### src/rtl/gpio_regs_pkg.sv
package gpio_regs_pkg;

    // Word offsets of the register views (byte addresses)
    localparam int unsigned OFS_OUT    = 'h000;
    localparam int unsigned OFS_OUTSET = 'h004;
    localparam int unsigned OFS_OUTCLR = 'h008;
    localparam int unsigned OFS_IN     = 'h00C;
    localparam int unsigned OFS_DIR    = 'h010;
    localparam int unsigned OFS_DIRSET = 'h014;
    localparam int unsigned OFS_DIRCLR = 'h018;

    // Reset value of a configuration word: input buffer detached
    localparam logic [31:0] CFG_RESET = 32'h0000_0002;

    typedef enum logic [3:0] {
        RG_OUT,
        RG_OUTSET,
        RG_OUTCLR,
        RG_IN,
        RG_DIR,
        RG_DIRSET,
        RG_DIRCLR,
        RG_CFG,
        RG_NONE
    } region_e;

    typedef enum logic [1:0] {
        ST_IDLE,
        ST_UPDATE,
        ST_FAULT
    } resp_state_e;

endpackage

### src/rtl/gpio_addr_decode.sv
module gpio_addr_decode
    import gpio_regs_pkg::*;
#(
    parameter int ADDR_W   = 12,
    parameter int PINS     = 32,
    parameter int CFG_BASE = 'h100,
    localparam int IDX_W   = (PINS > 1) ? $clog2(PINS) : 1
) (
    input  logic [ADDR_W-1:0] addr,
    output region_e           region,
    output logic [IDX_W-1:0]  cfg_idx
);

    localparam int CFG_SPAN = 4 * PINS;

    logic [ADDR_W-1:0] cfg_off;
    logic              in_cfg;

    always_comb begin
        cfg_off = addr - ADDR_W'(CFG_BASE);
        in_cfg  = (int'(addr) >= CFG_BASE) && (int'(cfg_off) < CFG_SPAN);
        cfg_idx = IDX_W'(cfg_off >> 2);
    end

    always_comb begin
        region = RG_NONE;
        if (addr[1:0] == 2'b00) begin
            if (in_cfg) begin
                region = RG_CFG;
            end else begin
                unique case (int'(addr))
                    OFS_OUT:    region = RG_OUT;
                    OFS_OUTSET: region = RG_OUTSET;
                    OFS_OUTCLR: region = RG_OUTCLR;
                    OFS_IN:     region = RG_IN;
                    OFS_DIR:    region = RG_DIR;
                    OFS_DIRSET: region = RG_DIRSET;
                    OFS_DIRCLR: region = RG_DIRCLR;
                    default:    region = RG_NONE;
                endcase
            end
        end
    end

endmodule

### src/rtl/gpio_cfg_bank.sv
module gpio_cfg_bank
    import gpio_regs_pkg::*;
#(
    parameter int PINS   = 32,
    parameter int DATA_W = 32,
    localparam int IDX_W = (PINS > 1) ? $clog2(PINS) : 1
) (
    input  logic                   clk,
    input  logic                   rst_n,
    input  logic                   wr_en,
    input  region_e                region,
    input  logic [IDX_W-1:0]       cfg_idx,
    input  logic [DATA_W-1:0]      wdata,
    output logic [PINS-1:0]        dir_q,
    output logic [PINS*DATA_W-1:0] cfg_flat
);

    // Direction is stored once; bit 0 of each config word is a view of it.
    logic [PINS-1:0] dir_next;

    always_comb begin
        dir_next = dir_q;
        if (wr_en) begin
            unique case (region)
                RG_DIR:    dir_next = wdata[PINS-1:0];
                RG_DIRSET: dir_next = dir_q | wdata[PINS-1:0];
                RG_DIRCLR: dir_next = dir_q & ~wdata[PINS-1:0];
                RG_CFG:    dir_next[cfg_idx] = wdata[0];
                default:   dir_next = dir_q;
            endcase
        end
    end

    always_ff @(posedge clk or negedge rst_n) begin
        if (!rst_n) dir_q <= '0;
        else        dir_q <= dir_next;
    end

    for (genvar n = 0; n < PINS; n++) begin : g_pin
        logic [DATA_W-1:1] hi_q;

        always_ff @(posedge clk or negedge rst_n) begin
            if (!rst_n) begin
                hi_q <= CFG_RESET[DATA_W-1:1];
            end else if (wr_en && region == RG_CFG && cfg_idx == IDX_W'(n)) begin
                hi_q <= wdata[DATA_W-1:1];
            end
        end

        assign cfg_flat[n*DATA_W +: DATA_W] = {hi_q, dir_q[n]};
    end

endmodule

### src/rtl/gpio_read_mux.sv
module gpio_read_mux
    import gpio_regs_pkg::*;
#(
    parameter int PINS   = 32,
    parameter int DATA_W = 32,
    localparam int IDX_W = (PINS > 1) ? $clog2(PINS) : 1
) (
    input  region_e                region,
    input  logic [IDX_W-1:0]       cfg_idx,
    input  logic [PINS-1:0]        out_q,
    input  logic [PINS-1:0]        in_q,
    input  logic [PINS-1:0]        dir_q,
    input  logic [PINS*DATA_W-1:0] cfg_flat,
    output logic [DATA_W-1:0]      rd_word
);

    logic [DATA_W-1:0] cfg_word;

    always_comb begin
        cfg_word = '0;
        for (int n = 0; n < PINS; n++) begin
            if (cfg_idx == IDX_W'(n)) cfg_word = cfg_flat[n*DATA_W +: DATA_W];
        end
    end

    always_comb begin
        unique case (region)
            RG_OUT, RG_OUTSET, RG_OUTCLR: rd_word = DATA_W'(out_q);
            RG_IN:                        rd_word = DATA_W'(in_q);
            RG_DIR, RG_DIRSET, RG_DIRCLR: rd_word = DATA_W'(dir_q);
            RG_CFG:                       rd_word = cfg_word;
            default:                      rd_word = '0;
        endcase
    end

endmodule

### src/rtl/gpio_port_regs.sv
module gpio_port_regs
    import gpio_regs_pkg::*;
#(
    parameter int PINS     = 32,
    parameter int DATA_W   = 32,
    parameter int ADDR_W   = 12,
    parameter int CFG_BASE = 'h100
) (
    input  logic                   clk,
    input  logic                   rst_n,
    input  logic [ADDR_W-1:0]      bus_addr,
    input  logic                   bus_rd,
    input  logic                   bus_wr,
    input  logic [DATA_W-1:0]      bus_wdata,
    output logic [DATA_W-1:0]      bus_rdata,
    output logic                   bus_err,
    input  logic [PINS-1:0]        pin_level,
    output logic [PINS-1:0]        out_val,
    output logic [PINS-1:0]        dir_val,
    output logic [PINS*DATA_W-1:0] cfg_flat,
    output logic                   upd_strobe
);

    localparam int IDX_W = (PINS > 1) ? $clog2(PINS) : 1;

    region_e           region;
    logic [IDX_W-1:0]  cfg_idx;
    logic [DATA_W-1:0] rd_word;
    logic [PINS-1:0]   out_q;
    logic [PINS-1:0]   in_q;
    logic              bad_acc;
    logic              wr_ok;
    resp_state_e       state_q;
    resp_state_e       state_d;

    gpio_addr_decode #(
        .ADDR_W(ADDR_W), .PINS(PINS), .CFG_BASE(CFG_BASE)
    ) u_dec (
        .addr(bus_addr), .region(region), .cfg_idx(cfg_idx)
    );

    always_comb begin
        bad_acc = (bus_rd || bus_wr) &&
                  (region == RG_NONE || (bus_wr && region == RG_IN));
        wr_ok   = bus_wr && !bad_acc;
    end

    gpio_cfg_bank #(
        .PINS(PINS), .DATA_W(DATA_W)
    ) u_bank (
        .clk(clk), .rst_n(rst_n), .wr_en(wr_ok), .region(region),
        .cfg_idx(cfg_idx), .wdata(bus_wdata), .dir_q(dir_val),
        .cfg_flat(cfg_flat)
    );

    gpio_read_mux #(
        .PINS(PINS), .DATA_W(DATA_W)
    ) u_rmux (
        .region(region), .cfg_idx(cfg_idx), .out_q(out_q), .in_q(in_q),
        .dir_q(dir_val), .cfg_flat(cfg_flat), .rd_word(rd_word)
    );

    // Output word with its three write views
    always_ff @(posedge clk or negedge rst_n) begin
        if (!rst_n) begin
            out_q <= '0;
        end else if (wr_ok) begin
            unique case (region)
                RG_OUT:    out_q <= bus_wdata[PINS-1:0];
                RG_OUTSET: out_q <= out_q | bus_wdata[PINS-1:0];
                RG_OUTCLR: out_q <= out_q & ~bus_wdata[PINS-1:0];
                default:   out_q <= out_q;
            endcase
        end
    end

    assign out_val = out_q;

    // Pin sampling and registered read data
    always_ff @(posedge clk or negedge rst_n) begin
        if (!rst_n) begin
            in_q      <= '0;
            bus_rdata <= '0;
        end else begin
            in_q      <= pin_level;
            bus_rdata <= (bus_rd && !bad_acc) ? rd_word : '0;
        end
    end

    // Response sequencer: state register
    always_ff @(posedge clk or negedge rst_n) begin
        if (!rst_n) state_q <= ST_IDLE;
        else        state_q <= state_d;
    end

    // Response sequencer: next state, same for every current state
    always_comb begin
        state_d = ST_IDLE;
        unique case (state_q)
            ST_IDLE, ST_UPDATE, ST_FAULT: begin
                if (bad_acc)    state_d = ST_FAULT;
                else if (wr_ok) state_d = ST_UPDATE;
                else            state_d = ST_IDLE;
            end
            default: state_d = ST_IDLE;
        endcase
    end

    // Response sequencer: outputs
    always_comb begin
        upd_strobe = 1'b0;
        bus_err    = 1'b0;
        unique case (state_q)
            ST_UPDATE: upd_strobe = 1'b1;
            ST_FAULT:  bus_err    = 1'b1;
            default: begin
                upd_strobe = 1'b0;
                bus_err    = 1'b0;
            end
        endcase
    end

endmodule

### config.mk
export PLATFORM = sky130hd
export DESIGN_NAME = gpio_port_regs
export DESIGN_NICKNAME = d
export VERILOG_FILES = /design/src/rtl/gpio_regs_pkg.sv /design/src/rtl/gpio_addr_decode.sv /design/src/rtl/gpio_cfg_bank.sv /design/src/rtl/gpio_read_mux.sv /design/src/rtl/gpio_port_regs.sv
export SDC_FILE = /design/constraint.sdc
export NUM_CORES = 2
export LEC_CHECK = 0
export BUFFER_PORTS_ARGS = -buffer_cell sky130_fd_sc_hd__buf_2
export CORE_AREA = 2 2 462 464
export DETAILED_ROUTE_END_ITERATION = 12
export DIE_AREA = 0 0 464 466
export PLACE_DENSITY = 0.43
export REMOVE_ABC_BUFFERS = 1
export SYNTH_ARGS = -nofsm -noshare
export SYNTH_HDL_FRONTEND = slang
export SYNTH_HIERARCHICAL = 1
export SYNTH_SLANG_ARGS = --single-unit
### constraint.sdc
create_clock -name clk -period 3.3 [get_ports clk]
set_input_delay 0.33 -clock clk [delete_from_list [all_inputs] [get_ports clk]]
set_output_delay 0.33 -clock clk [all_outputs]
set_load 0.02 [all_outputs]
==> results.toml <==
[finish]
final_common_cell = "buf_2"
finish.utilization_pct = 34.39
fillers = 21342
final_cell_mix = "buf_2 (1197), dfrtp_1 (1090), mux2_2 (929), buf_4 (484), nand2_1 (272)"
drive_gt1_share_pct = 52.50
syn2layout_area_growth_pct = 37.52
nets = 5994

[pwr]
p_total_mw = 32.89
p_leak_nw = 37.42
p_per_area_nw_per_um2 = 452.7
vdd_ir_drop_max_v = 0.0005496

[floorplanning]
dieArea_um2 = 216200
coreArea_um2 = 211200
num_rows = 169
fp.dieH_um = 466
ios = 1202
initial_core_util_pct = 25.01
die_x_um = 464

[outcome]
failed_checks = "negative setup slack"
status = "finished, violations left"

[setup_path]
rr_worst_depth = 11
cp_slowest_cell = "a2111oi_0"
crit_cells = 11
end_kind = "flip-flop"
cp_cell_sequence = "a22oi_1 -> buf_4 -> a2bb2oi_1 -> buf_4 -> nand4_1 -> a2111oi_0 -> buf_4 -> o31a_1 -> buf_12 -> o22ai_1 -> and3_1"
crit_top_cell = "buf_4"
cp.arrival_ns = 4.04
cp-start-kind = "flip-flop"
crit_fanout = 3
path_class = "reg -> reg"
cpPeakStageDelay_ns = 0.80
required_ns = 4.04
path_delay_family = "compound AO/OA/AOI/OAI gates"
path_buf_inv = 4

[timing]
layout_setup_ws_ns = -0.004341
hold_viol_final = 0
rsz0062_at_grt = "no"
max-slew-margin-rel_pct = 15.44
finalSetupViolCount = 1
finalMaxSlewViolations = 0
fin_crit_sh_pct = 100.1
min_period_ns = 3.304
tightestPinTransition_ns = 1.257
fin_skew_ns = 0.06088
holdWs_ns = 0.1299
fmax_mhz = 302.6

[grt]
grt_max_degree = 78
grt_usage_pct = 34.31
grtUsageMet3_pct = 12.86
grt_use_met2_pct = 51.39
grt_pass1_vias = 47696
busiest_layer = "met2"
grt.overflow.total = 0
grt_util_met1_pct = 44.36
grt_pass1_wl_mm = 495.2
antenna_found_initial = 46

[yosys]
async_reset_ff_share_pct = 100.0
synth.yosys.seq_area_share_pct = 53.22
ys_ff_latch = 1122
syn_avg_cell_area_um2 = 12.22
syn_inst = 4323
synth_edf_count = 0
yosysWarningCount = 6
ys_top_cells_by_area = "dfrtp_1 (52%), mux2_2 (20%), a22oi_1 (3.5%)"
yosysTopAreaCell = "dfrtp_1"
synth_top_area_share_pct = 51.63
synthFlopType = "dfrtp_1"
synth_cell_types = 84
netlist_area_um2 = 52830

[clock_network]
cts_max_level = 4
clock_sink_count = 1122
cts_buffer_depth = 3
cts_setup_buffers = 0
insertion_delay_ns = 0.87
clkTransAtPathRegs_ns = 0.06
cts_root_buf = "clkbuf_16"
cts_buffers = 143
tritoncts = "done"

[routing]
antenna_left = 0
firstDrtPassIters = 6
routed_wl_mm = 382.9
via_per_inst = 5.543
num_vias = 49153
drc_errors = 0
wire_per_inst_um = 43.19
drtIter0Drc = 6216

[placed_design]
portBuffers = 1201
dpl.hpwl_mm = 292.9
gp_congestion = 0.9674

[flow_run]
max_cap_violations = 0

[hold_path]
hold_path.class = "in -> async"
[worst paths after layout]
| kind | startpoint | end | slack [ns] |
|---|---|---|---|
| max | u_bank/g_pin[9].hi_q[3]$_DFFE_PN0P_ | bus_rdata[3]$_DFF_PN0_ | -0.004 |
| min | rst_n | u_bank/g_pin[4].hi_q[5]$_DFFE_PN0P_ | 0.13 |
| max reg2reg | u_bank/g_pin[9].hi_q[3]$_DFFE_PN0P_ | bus_rdata[3]$_DFF_PN0_ | -0.004 |
| min reg2reg | u_bank/g_pin[0].hi_q[29]$_DFFE_PN0P_ | u_bank/g_pin[0].hi_q[29]$_DFFE_PN0P_ | 0.51 |
| max in group asynchronous | rst_n | u_bank/g_pin[18].hi_q[1]$_DFFE_PN1P_ | 1.87 |
| min in group clk | pin_level[22] | in_q[22]$_DFF_PN0_ | 0.13 |
[cells by family (layout without fill, tap and decap cells)]
logic type / after synthesis / in the layout / share of synthesized area [%]
AOI/OAI and AO/OA: 932 / 932 / 12.54
and+or+nand+nor: 784 / 784 / 7.577
xor gates and xnor gates: 1 / 1 / 0.01658
other: 0 / 18 / 0
buffers and inverters: 442 / 2147 / 4.486
DFF: 1122 / 1122 / 53.22
muxes: 1042 / 1042 / 22.15
[area by class of cell]
type | instances | area, um^2 | share of cell area (%)
Antenna cell | 18 | 45.04 | 0.06200
Clock inverter | 49 | 772.0 | 1.063
Multi-Input combinational cell | 2759 | 22750 | 31.31
Tap cell | 2821 | 3530 | 4.859
Clock buffer | 210 | 4160 | 5.727
Sequential cell | 1122 | 28120 | 38.70
Inverter | 8 | 30.03 | 0.04134
Timing Repair Buffer | 1880 | 13240 | 18.23
[synth_stat cells (all sizes together), types with 11 or more instances]
cell    instances
o21ai         146
a22o           17
and2           38
nand3b         13
nor2b          52
nand4          19
and3b          11
a22oi         249
dfstp          32
o21a           16
nor3           45
nand2         274
o221ai         28
nor3b          11
a31oi          38
o22ai          32
mux2          997
buf           249
a211oi         17
a21o           17
nand3          51
o221a          32
mux2i          43
nor4           18
nor2          160
a21oi         158
a222oi         24
and3           55
dfrtp        1090
clkbuf        185
a221oi         28
a221o          56
[timing repair]
item,in CTS,in global routing
gates resized for setup,2,0
endpoints found under the hold margin,75,0
hold buffers,35,0
endpoints found under the setup margin,1,0
[where the power goes]
group	leakage (nW)	internal, mW	total (mW)	switching (mW)
Combinational	19.5	0.622	2.30	1.68
Clock	2.40	9.64	16.7	7.07
Sequential	15.5	13.8	13.9	0.0565
Total	37.4	24.1	32.9	8.81
[through the flow]
step | std cells | setup TNS (ns) | setup WS (ns) | cell area (um^2)
after global routing | 8852 | 0 | 0.08947 | 72610
final | 8867 | -0.004341 | -0.004341 | 72650
after CTS | 8849 | 0 | 0.2451 | 72600
after floorplan | 3889 | -2646.92 | -2.998 | 50490
after global placement | 8555 | -271.17 | -1.569 | 67290
after detailed placement | 8555 | -213.80 | -1.055 | 67300
[flip-flops by register name, summed over array words and instances (netlist names)]
| register | flops |
|---|---|
| u_bank/g_pin.hi_q | 992 |
| bus_rdata | 32 |
| in_q | 32 |
| out_val | 32 |
| u_bank/dir_q | 32 |
| state_q | 2 |
[layer usage]
layer	vias up	part of all wire, %
met5	-	0.014
met4	8	4.7
met3	578	11
met2	3114	43
met1	26137	41
li1	19316	-
No activity file was read; power rests on OpenSTA's default activity.
